<file path="src/rtl/sfi_pkg.sv">
package sfi_pkg;
  localparam logic [7:0] OP_READ  = 8'h03;
  localparam logic [7:0] OP_FREAD = 8'h0B;
  localparam logic [7:0] OP_STAT  = 8'h05;
  localparam logic [7:0] OP_JID   = 8'h9F;
  localparam logic [7:0] OP_RID   = 8'hAB;

  typedef enum logic [1:0] {
    SRC_NONE,
    SRC_MEM,
    SRC_STAT,
    SRC_ID
  } src_e;
endpackage

</file>
<file path="src/rtl/sfi_sync.sv">
module sfi_sync #(
  parameter int           W       = 4,
  parameter int           STAGES  = 2,
  parameter logic [W-1:0] RST_VAL = '0
) (
  input  logic         clk,
  input  logic         rst,
  input  logic [W-1:0] d,
  output logic [W-1:0] q
);
  logic [STAGES-1:0][W-1:0] chain;

  always_ff @(posedge clk) begin
    if (rst) begin
      for (int i = 0; i < STAGES; i++) chain[i] <= RST_VAL;
    end else begin
      chain[0] <= d;
      for (int i = 1; i < STAGES; i++) chain[i] <= chain[i-1];
    end
  end

  assign q = chain[STAGES-1];
endmodule

</file>
<file path="src/rtl/sfi_events.sv">
module sfi_events (
  input  logic clk,
  input  logic rst,
  input  logic cs_s,
  input  logic sck_s,
  input  logic hold_s,
  output logic active,
  output logic cs_fall,
  output logic cs_rise,
  output logic rise_ev,
  output logic fall_ev,
  output logic held
);
  logic cs_p, sck_p, hold_p;

  always_ff @(posedge clk) begin
    if (rst) begin
      cs_p   <= 1'b1;
      sck_p  <= 1'b0;
      hold_p <= 1'b1;
    end else begin
      cs_p   <= cs_s;
      sck_p  <= sck_s;
      hold_p <= hold_s;
    end
  end

  assign active  = !cs_s;
  assign cs_fall = cs_p && !cs_s;
  assign cs_rise = !cs_p && cs_s;
  assign rise_ev = active && !held && !cs_fall && sck_s && !sck_p;
  assign fall_ev = active && !held && !cs_fall && !sck_s && sck_p;

  always_ff @(posedge clk) begin
    if (rst || !active) held <= 1'b0;
    else if (hold_p && !hold_s && !sck_s) held <= 1'b1;
    else if (!hold_p && hold_s) held <= 1'b0;
  end

  // hold may only begin while the serial clock sits low
  p_hold_entry_sck_low_r10: assert property (@(posedge clk) disable iff (rst)
    $rose(held) |-> $past(!sck_s));
endmodule

</file>
<file path="src/rtl/sfi_tx.sv">
module sfi_tx #(
  parameter int DW = 8
) (
  input  logic          clk,
  input  logic          rst,
  input  logic          clear,
  input  logic          start,
  input  logic          fall_ev,
  input  logic [DW-1:0] load,
  output logic          so,
  output logic          act,
  output logic          byte_end
);
  localparam int CW = $clog2(DW);

  logic          pend;
  logic [DW-1:0] sh;
  logic [CW-1:0] cnt;

  always_ff @(posedge clk) begin
    if (rst) begin
      so <= 1'b0; act <= 1'b0; pend <= 1'b0;
      sh <= '0; cnt <= '0; byte_end <= 1'b0;
    end else begin
      byte_end <= 1'b0;
      if (clear) begin
        act <= 1'b0; pend <= 1'b0; cnt <= '0;
      end else begin
        if (start) pend <= 1'b1;
        if (fall_ev && (act || pend)) begin
          act  <= 1'b1;
          pend <= 1'b0;
          if (cnt == '0) begin
            so <= load[DW-1];
            sh <= {load[DW-2:0], 1'b0};
          end else begin
            so <= sh[DW-1];
            sh <= {sh[DW-2:0], 1'b0};
          end
          cnt      <= cnt + 1'b1;
          byte_end <= (cnt == CW'(DW-1));
        end
      end
    end
  end

  // the output bit only moves after a detected falling edge
  p_so_on_fall_only_r2: assert property (@(posedge clk) disable iff (rst)
    !$past(fall_ev) |-> $stable(so));
endmodule

</file>
<file path="src/rtl/sflash_spi_front.sv">
module sflash_spi_front
  import sfi_pkg::*;
#(
  parameter int         ADDR_W      = 17,
  parameter int         CNT_W       = 12,
  parameter int         SYNC_STAGES = 2,
  parameter logic [7:0] MFR_ID      = 8'h62,
  parameter logic [7:0] DEV_ID      = 8'h1D
) (
  input  logic              clk,
  input  logic              rst,
  input  logic              cs_n_pin,
  input  logic              sck_pin,
  input  logic              si_pin,
  input  logic              hold_n_pin,
  output logic              so,
  output logic              so_oe,
  output logic              mem_rd_en,
  output logic [ADDR_W-1:0] mem_rd_addr,
  input  logic [7:0]        mem_rd_data,
  input  logic [7:0]        status_byte,
  output logic              cmd_done,
  output logic [7:0]        cmd_opcode,
  output logic [ADDR_W-1:0] cmd_addr,
  output logic              cmd_aligned,
  output logic [CNT_W-1:0]  cmd_bytes
);
  localparam int HI_W = ADDR_W - 16;

  logic [3:0] pins_s;
  logic cs_s, sck_s, si_s, hold_s;
  logic active, cs_fall, cs_rise, rise_ev, fall_ev, held;
  logic tx_act, tx_end;

  logic [6:0]        sh_in;
  logic [2:0]        bitcnt;
  logic [CNT_W-1:0]  nbytes;
  logic [7:0]        opc;
  logic [ADDR_W-1:0] addr_q, rd_ptr;
  src_e              src;
  logic              id_sel;

  logic [7:0]        bval, tx_load;
  logic              byte_done, st_go, st_id;
  src_e              st_src;
  logic [ADDR_W-1:0] st_addr;

  sfi_sync #(.W(4), .STAGES(SYNC_STAGES), .RST_VAL(4'b1001)) u_sync (
    .clk(clk), .rst(rst),
    .d({cs_n_pin, sck_pin, si_pin, hold_n_pin}), .q(pins_s)
  );
  assign {cs_s, sck_s, si_s, hold_s} = pins_s;

  sfi_events u_evt (
    .clk(clk), .rst(rst), .cs_s(cs_s), .sck_s(sck_s), .hold_s(hold_s),
    .active(active), .cs_fall(cs_fall), .cs_rise(cs_rise),
    .rise_ev(rise_ev), .fall_ev(fall_ev), .held(held)
  );

  assign bval      = {sh_in, si_s};
  assign byte_done = rise_ev && (bitcnt == 3'd7);

  // decide where an answer starts and what feeds it
  always_comb begin
    st_go = 1'b0; st_src = SRC_NONE; st_addr = addr_q; st_id = 1'b0;
    if (byte_done) begin
      if (nbytes == CNT_W'(0)) begin
        if (bval == OP_STAT) begin st_go = 1'b1; st_src = SRC_STAT; end
        else if (bval == OP_JID) begin st_go = 1'b1; st_src = SRC_ID; end
      end else if (nbytes == CNT_W'(3)) begin
        if (opc == OP_READ) begin
          st_go = 1'b1; st_src = SRC_MEM; st_addr = {addr_q[ADDR_W-1:8], bval};
        end else if (opc == OP_RID) begin
          st_go = 1'b1; st_src = SRC_ID; st_id = bval[0];
        end
      end else if (nbytes == CNT_W'(4) && opc == OP_FREAD) begin
        st_go = 1'b1; st_src = SRC_MEM;
      end
    end
  end

  always_ff @(posedge clk) begin
    if (rst) begin
      sh_in <= '0; bitcnt <= '0; nbytes <= '0; opc <= '0;
      addr_q <= '0; rd_ptr <= '0; src <= SRC_NONE; id_sel <= 1'b0;
      mem_rd_en <= 1'b0; mem_rd_addr <= '0;
      cmd_done <= 1'b0; cmd_opcode <= '0; cmd_addr <= '0;
      cmd_aligned <= 1'b0; cmd_bytes <= '0;
    end else begin
      mem_rd_en <= 1'b0;
      cmd_done  <= 1'b0;
      if (cs_rise) begin
        cmd_done    <= 1'b1;
        cmd_opcode  <= opc;
        cmd_addr    <= addr_q;
        cmd_aligned <= (bitcnt == 3'd0) && (nbytes != '0);
        cmd_bytes   <= nbytes;
      end
      if (cs_fall || cs_rise) begin
        bitcnt <= '0; nbytes <= '0; opc <= '0; addr_q <= '0; src <= SRC_NONE;
      end
      if (rise_ev) begin
        sh_in  <= bval[6:0];
        bitcnt <= bitcnt + 3'd1;
        if (byte_done) begin
          if (nbytes != '1) nbytes <= nbytes + 1'b1;
          if (nbytes == CNT_W'(0)) opc <= bval;
          if (nbytes == CNT_W'(1)) addr_q[ADDR_W-1:16] <= bval[HI_W-1:0];
          if (nbytes == CNT_W'(2)) addr_q[15:8] <= bval;
          if (nbytes == CNT_W'(3)) addr_q[7:0] <= bval;
        end
      end
      if (st_go) begin
        src    <= st_src;
        id_sel <= st_id;
        if (st_src == SRC_MEM) begin
          mem_rd_en <= 1'b1; mem_rd_addr <= st_addr; rd_ptr <= st_addr;
        end
      end
      if (tx_end && active) begin
        if (src == SRC_MEM) begin
          rd_ptr <= rd_ptr + 1'b1;
          mem_rd_en <= 1'b1;
          mem_rd_addr <= rd_ptr + 1'b1;
        end
        if (src == SRC_ID) id_sel <= !id_sel;
      end
    end
  end

  always_comb begin
    case (src)
      SRC_MEM:  tx_load = mem_rd_data;
      SRC_STAT: tx_load = status_byte;
      SRC_ID:   tx_load = id_sel ? DEV_ID : MFR_ID;
      default:  tx_load = 8'h00;
    endcase
  end

  sfi_tx #(.DW(8)) u_tx (
    .clk(clk), .rst(rst), .clear(cs_fall || cs_rise), .start(st_go),
    .fall_ev(fall_ev), .load(tx_load), .so(so), .act(tx_act), .byte_end(tx_end)
  );

  assign so_oe = tx_act && !held;

  // never drive once chip select has been high for a cycle
  p_quiet_deselect_r3: assert property (@(posedge clk) disable iff (rst)
    (cs_s && $past(cs_s)) |-> !so_oe);
  // driving implies an answer source was chosen
  p_oe_needs_source_r3: assert property (@(posedge clk) disable iff (rst)
    so_oe |-> (src != SRC_NONE));
  // no array fetch while deselected
  p_no_fetch_deselected_r5: assert property (@(posedge clk) disable iff (rst)
    (cs_s && $past(cs_s)) |-> !mem_rd_en);
  // the completion report is a single-cycle pulse
  p_done_pulse_r11: assert property (@(posedge clk) disable iff (rst)
    cmd_done |=> !cmd_done);
endmodule

</file>
<file path="config.mk">
export PLATFORM = sky130hd
export DESIGN_NAME = sflash_spi_front
export DESIGN_NICKNAME = d
export VERILOG_FILES = /design/src/rtl/sfi_pkg.sv /design/src/rtl/sfi_sync.sv /design/src/rtl/sfi_events.sv /design/src/rtl/sfi_tx.sv /design/src/rtl/sflash_spi_front.sv
export SDC_FILE = /design/constraint.sdc
export NUM_CORES = 1
export LEC_CHECK = 0
export CORE_MARGIN = 5
export CORE_UTILIZATION = 50
export CTS_CLUSTER_SIZE = 28
export DETAILED_ROUTE_END_ITERATION = 16
export PLACE_DENSITY = 0.77
export SLEW_MARGIN = 0
export SYNTH_ARGS = -nofsm -noshare
export SYNTH_HDL_FRONTEND = slang
export SYNTH_HIERARCHICAL = 1
export SYNTH_SLANG_ARGS = --single-unit
</file>
<file path="constraint.sdc">
create_clock -name clk -period 2.5 [get_ports clk]
set_input_delay 0.5 -clock clk [delete_from_list [all_inputs] [get_ports clk]]
set_output_delay 0.5 -clock clk [all_outputs]
set_load 0.01 [all_outputs]
</file>
-- Yosys cells after proc, flatten, opt, wreduce, memory -nomap -nowiden
Cells that the tools add are included.
- mux-type cells: 65
- eq/ne operators: 16
- add/sub/neg operators: 4
- reduce and logical (&&, ||, !) cells: 40
- bitwise gates (word level): 2
- operators with widths (cell ; number):
    17-bit 2-to-1 mux ; 11
    8-bit 2-to-1 mux ; 11
    12-bit 2-to-1 mux ; 4
    1-bit 2-to-1 mux ; 26
    12-bit by 2-bit == test with 1-bit output (second input constant) ; 2
    8-bit case mux with 3 select lines ; 1
    2-bit 2-to-1 mux ; 9
    17-bit by 1-bit adder with 17-bit output (second input constant) ; 1
    1-bit logical AND ; 17
    8-bit == test (second input constant) ; 2
    12-bit by 1-bit adder with 12-bit output (second input constant) ; 1
    12-bit by 1-bit == test with 1-bit output (second input constant) ; 1
    12-bit by 3-bit == test with 1-bit output (second input constant) ; 1
    12-bit zero test ; 1
    12-bit inequality test (second input constant) ; 1
    12-bit nonzero test ; 1
    1-bit zero test ; 9
    8-bit by 2-bit == test with 1-bit output (second input constant) ; 1
    8-bit by 3-bit == test with 1-bit output (second input constant) ; 1
    8-bit by 4-bit == test with 1-bit output (second input constant) ; 1
    7-bit 2-to-1 mux ; 1
    3-bit by 1-bit adder with 3-bit output (second input constant) ; 2
    3-bit == test (second input constant) ; 2
    3-bit zero test ; 2
    other kinds (9) ; 18
- register bits: 151
- bits of input ports: 22
- output and inout port bits: 59
- logic and storage cells: 154

-- Depth between registers and ports, before layout
- depth in word-level cells: 13
- gate-level depth with buffers: 11

-- Cells and area by module
Netlist, hierarchy kept.
- modules (own cells, without submodules) (module ; instances ; cells each ; area an instance (um2)):
    sflash_spi_front ; 1 ; 675 ; 5773.0
    sfi_tx ; 1 ; 62 ; 635.6
    sfi_sync ; 1 ; 20 ; 240.2
    sfi_events ; 1 ; 17 ; 170.2

-- Worst setup path after synthesis
OpenSTA, ideal clock, no wires.
- kind: reg2reg
- start: register u_sync.chain, in the netlist u_sync/q[3]
- end: register mem_rd_addr[10]
- path buffers: 2
- slack: -3 ps
- stages on the path, launching flop included: 11
- data arrival time: 2413 ps
- period minus slack after synthesis: 2503 ps
- cells stage by stage: dfxtp_1 > buf_4 > or3_4 > nor3b_2 > nand2_1 > nor3_1 > o2111ai_2 > nor2_8 > buf_6 > nand2_1 > a311oi_1
- cells in the longest elaborated chain, start to end: 13
- elaborated cells between the ends (all ways): 16
- classes of those cells: 1 x eq/ne; 6 x mux; 9 x reduce/logical
- ends and longest elaborated chain (what ; RTL line ; RTL):
    start: declaration ; sfi_sync.sv:11 ; logic [STAGES-1:0][W-1:0] chain;
    1-bit zero test (*) ; sfi_events.sv:28, sfi_events.sv:29 ;
    1-bit logical AND ; sfi_events.sv:29 ; assign cs_fall = cs_p && !cs_s;
    1-bit zero test ; sfi_events.sv:31 ; assign rise_ev = active && !held && !cs_fall && sck_s && !sck_p;
    1-bit logical AND (*) (3 in series) ; sfi_events.sv:31 ;
    net rise_ev ; sflash_spi_front.sv:32 ; logic active, cs_fall, cs_rise, rise_ev, fall_ev, held;
    1-bit logical AND (*) ; sflash_spi_front.sv:61 ; assign byte_done = rise_ev && (bitcnt == 3'd7);
    2-bit 2-to-1 mux ; sflash_spi_front.sv:66 ; if (byte_done) begin
    2-bit by 1-bit == test with 1-bit output ; sflash_spi_front.sv:116 ; if (st_src == SRC_MEM) begin
    17-bit 2-to-1 mux ; sflash_spi_front.sv:116 ;
    17-bit 2-to-1 mux (*) ; sflash_spi_front.sv:113 ; if (st_go) begin
    17-bit 2-to-1 mux ; sflash_spi_front.sv:121 ; if (src == SRC_MEM) begin
    17-bit 2-to-1 mux (*) ; sflash_spi_front.sv:120 ; if (tx_end && active) begin
    end signal: assignment ; sflash_spi_front.sv:124 ; mem_rd_addr <= rd_ptr + 1'b1;
    end: declaration ; sflash_spi_front.sv:19 ; output logic [ADDR_W-1:0] mem_rd_addr,
The timed path passes the listed nets; every way through them passes the cells marked *.
A chain may end at the register's enable or synchronous reset.

-- Worst setup path in the final report
- start: register nbytes[0]
- end: register mem_rd_addr[3]
- cells in the longest elaborated chain, start to end: 11
- elaborated cells between the ends (all ways): 20
- classes of those cells: 3 x eq/ne; 15 x mux; 2 x reduce/logical
- ends and longest elaborated chain (what ; RTL line ; RTL):
    start: declaration ; sflash_spi_front.sv:37 ; logic [CNT_W-1:0] nbytes;
    start signal: assignment ; sflash_spi_front.sv:106 ; if (nbytes != '1) nbytes <= nbytes + 1'b1;
    12-bit by 3-bit == test with 1-bit output ; sflash_spi_front.sv:76 ; end else if (nbytes == CNT_W'(4) && opc == OP_FREAD) begin
    1-bit logical AND ; sflash_spi_front.sv:76 ;
    1-bit 2-to-1 mux ; sflash_spi_front.sv:76 ;
    2-bit 2-to-1 mux ; sflash_spi_front.sv:70 ; end else if (nbytes == CNT_W'(3)) begin
    2-bit 2-to-1 mux ; sflash_spi_front.sv:67 ; if (nbytes == CNT_W'(0)) begin
    2-bit 2-to-1 mux ; sflash_spi_front.sv:66 ;
    2-bit by 1-bit == test with 1-bit output ; sflash_spi_front.sv:116 ;
    17-bit 2-to-1 mux ; sflash_spi_front.sv:116 ;
    17-bit 2-to-1 mux (*) ; sflash_spi_front.sv:113 ;
    17-bit 2-to-1 mux ; sflash_spi_front.sv:121 ;
    17-bit 2-to-1 mux (*) ; sflash_spi_front.sv:120 ;
Mark *: on every way between the ends. The rest lies on a longest branch, timed or not.

==> results.md <==
* Syn avg cell area at 8.81 um^2
* Multiplexer share of the synthesized area at approximately a tenth
* Largest family of logic cells by synthesized area: simple AND/OR/NAND/NOR gates
* Ys async rst share at 0%
* Synth Area in Adders at 2.02%
* CTS Root Cell: clkbuf_16
* Number of I/O port buffers at 80
* Chip width at 127 um
* Prevailing post-synth register cell: dfxtp_1
* Core box area at 13300 um^2
* Seq cells post-synth at 150
* Max Fanout on Critical Path at 5
* Clk sinks at 150
* Count leader, synth: dfxtp_1
* Yosys top cell by area: dfxtp_1
* Clock buffer count from CTS at 17
* Least-Margin Pin Slew at about 660 ps
* Power Total at approximately 5 mW
* Clk_skew at 9.08 ps
* Total Nets Final at 888
* Largest net degree at the start of global routing at 57
* CTS Buffer Depth at 2
* Worst Hold Path EP: u_sync/q[0]$_SDFF_PP1_
* Top cell type's share of synthesized area at 44.0%
* Initial antenna violation count at 0
* Final WL at 17.0 mm
* Grt total ovfl at 0
* Fmax at 0.417 GHz
* Compound-Gate Fraction of Synth Area at between 10% and 20%
* Net Switching at around 1.1 mW
* Power per cell area at 598 nW/um^2
* Setup violations, final at 0
* DIE HEIGHT at between 100 and 150 um
* Vias in the first global route at 5765
* Clk Latency, worst-skew pair at 430 ps
* Post-synthesis to final-layout area growth at 24.9%
* Vias per cell at roughly 5.6
* HP Class: flop to flop
* Switching share of power at 21.2%
* Sequential area share after synthesis at between 40 and 50%
* Commonest cells in the netlist: 150 x dfxtp_1, 88 x nor2_1, 83 x nand2_1
* Critical Path End Type: flop
* Initial Utilization at 51.3%
* Gate Count Post-Synth at 774
* Row cnt at 42
* Comb pwr share at 2.6%
* HPWL Detailed at around 12 mm
* Worst endpoint required time at 2790 ps
* Post-Syn Area at 6820 um^2
* Vias at 5883
* Outcome: completed
* Area of all placed cells without fillers at 8520 um^2
* Synth unique cells at 61
* Area contributors post-synth: dfxtp_1 44%, mux2i_1 8.7%, nor2_1 4.8%, a21oi_1 4.6%, nand2_1 4.6%
* Yosys Warn Count at 6
* Hold Path Depth at 1
* Clk pin slew, worst setup/hold paths at approximately 70 ps
* Clock power frac at 50.2%
* Dpl cell area at approximately 7800 um^2
* Worst Hold Launch: u_sync/chain[0]$_SDFF_PP1_
* H-tree depth at 4
* CTS tree: done
* Final Hold Fails at 0
* Worst Path Class, Setup: flop to flop
* Share of power burned in registers at 47.2%
* N_diodes at 0
* First-pass GRT wire length at 28.2 mm
* RR Startpoint: nbytes[0]$_SDFF_PP0_
* Ports at 81
* DRC violations left at 0
* VDD IR max at 0.459 mV
* Layout cells sized above 1 at between 10% and 20%
* WL/cell at 16.3 um
* Worst slew margin at 56.0%
* GPL Wtd Cong at roughly 0.90
* Crit path DAT at 2690 ps
* Syn Nets at 807
* Period utilization at a little over nine tenths
* Worst reg-to-reg path cell count at 9
* Critical R2R Capture: mem_rd_addr[3]$_SDFF_PP0_
* Slew Viols, Final at 0
* Startpoint types: flop
* Reg2Reg Setup Slack at slightly above 100 ps
* Die area at 16100 um^2
* Leakage at 3.03 nW
* Post-synth EDFFs at 0
* Post-route ant nets at 0
* Initial drt markers at 492
* First drt pass iteration count at 5
* Pint at ~4.0 mW
* Max_cap viols at 0
* Final setup TNS at 0 ps
* Gr usage total at 21.3%
* Xor/xnor cell area share of the yosys netlist at about 2.1%
* Simple-gate share of the synthesized area at a little over a fifth
* Period minus WS final at 2400 ps
-- worst max-delay path, cell delays in order (launching register included) --
cell,delay [ps]
dfxtp_1,340
ha_1,160
or3b_1,400
a2111oi_4,300
buf_4,200
o2111ai_4,200
nor2_8,190
buf_4,180
mux2i_1,190
a211oi_1,90
-- registers in the layout (all words and copies together), names as in the netlist, 2 cells and up --
| signal | cells |
|---|---|
| cmd_bytes | 12 |
| rd_ptr | 17 |
| mem_rd_addr | 17 |
| cmd_addr | 17 |
| u_sync/chain | 4 |
| u_sync/q | 4 |
| src | 2 |
| addr_q | 17 |
| nbytes | 12 |
| cmd_opcode | 8 |
| u_tx/sh | 7 |
| bitcnt | 3 |
| u_tx/cnt | 3 |
| sh_in | 7 |
| opc | 8 |
-- timing repair --
action                                  in CTS  in global routing
setup buffers                                5                  1
gates resized for setup                      1                 17
endpoints found under the setup margin       3                 37
pin swaps                                    1                  7
hold buffers                                 0                  0
-- worst max path at each step --
| stage | to | depth (start not counted) | start | slack [ps] |
|---|---|---|---|---|
| floorplan | mem_rd_addr[1]$_SDFF_PP0_ | 8 | nbytes[0]$_SDFF_PP0_ | 8 |
| finish | mem_rd_addr[3]$_SDFF_PP0_ | 9 | nbytes[0]$_SDFF_PP0_ | 100 |
| global placement | mem_rd_addr[4]$_SDFF_PP0_ | 7 | nbytes[0]$_SDFF_PP0_ | 70 |
| CTS | rd_ptr[15]$_SDFF_PP0_ | 7 | nbytes[8]$_SDFF_PP0_ | 30 |
| global route | mem_rd_addr[10]$_SDFF_PP0_ | 9 | nbytes[0]$_SDFF_PP0_ | -30 |
| detailed placement | rd_ptr[15]$_SDFF_PP0_ | 8 | u_evt/held$_SDFFE_PP0P_ | 5 |
-- power groups by stage --
stage          logic, mW  registers [mW]  clock network [mW]
6_report           0.131            2.40                2.56
5_1_grt            0.143            2.40                2.70
4_1_cts            0.131            2.40                2.58
3_5_place_dp       0.130            2.46                   0
3_3_place_gp       0.127            2.46                   0
2_1_floorplan     0.0761            2.45                   0
-- cells by family after synthesis --
kind of cell / after synthesis
flip-flops: 150
multiplexers: 67
AO/OA/AOI/OAI: 161
XOR/XNOR: 16
buffers and inverters: 71
AND/OR/NAND/NOR: 298
adder cells (fa/ha/maj): 11
-- through the flow --
step / std cells / setup WS (ps) / utilization, % / hold slack [ps]
after global routing: 1044 / -29.5 / 64.1 / 442
after CTS: 1043 / 33.1 / 63.3 / 412
after detailed placement: 1006 / 5.15 / 58.6 / 396
after floorplan: 774 / 7.73 / - / 383
final: 1044 / 101 / 64.1 / 409
after global placement: 1006 / 74.0 / 58.6 / 387
-- cell type report --
class                           count  area, um^2
Clock buffer                       18         429
Clock inverter                     14         159
Fill cell                        1087        4780
Inverter                           20        75.1
Multi-Input combinational cell    553        3570
Sequential cell                   150        3000
Tap cell                          176         220
Timing Repair Buffer              113        1070
-- cells in the final DEF (no fill, tap or decap), types with 11 or more instances in the layout --
| master | n |
|---|---|
| inv_1 | 20 |
| xor2_1 | 11 |
| nor2_1 | 86 |
| nand3_1 | 46 |
| nand2_1 | 82 |
| mux2i_1 | 59 |
| clkdlybuf4s50_1 | 79 |
| a211oi_1 | 17 |
| a21oi_1 | 63 |
| o21ai_0 | 30 |
| buf_4 | 31 |
| dfxtp_1 | 150 |
| clkbuf_16 | 17 |
-- routing by layer --
layer | up-vias | routed length (um) | GRT usage, %
met5 | - | 0 | 0
met4 | 0 | 276 | 7.38
met3 | 21 | 993 | 5.00
met2 | 192 | 8170 | 35.2
met1 | 2793 | 7600 | 27.4
li1 | 2877 | - | -
Note: power is estimated with default switching activity, not from simulation.
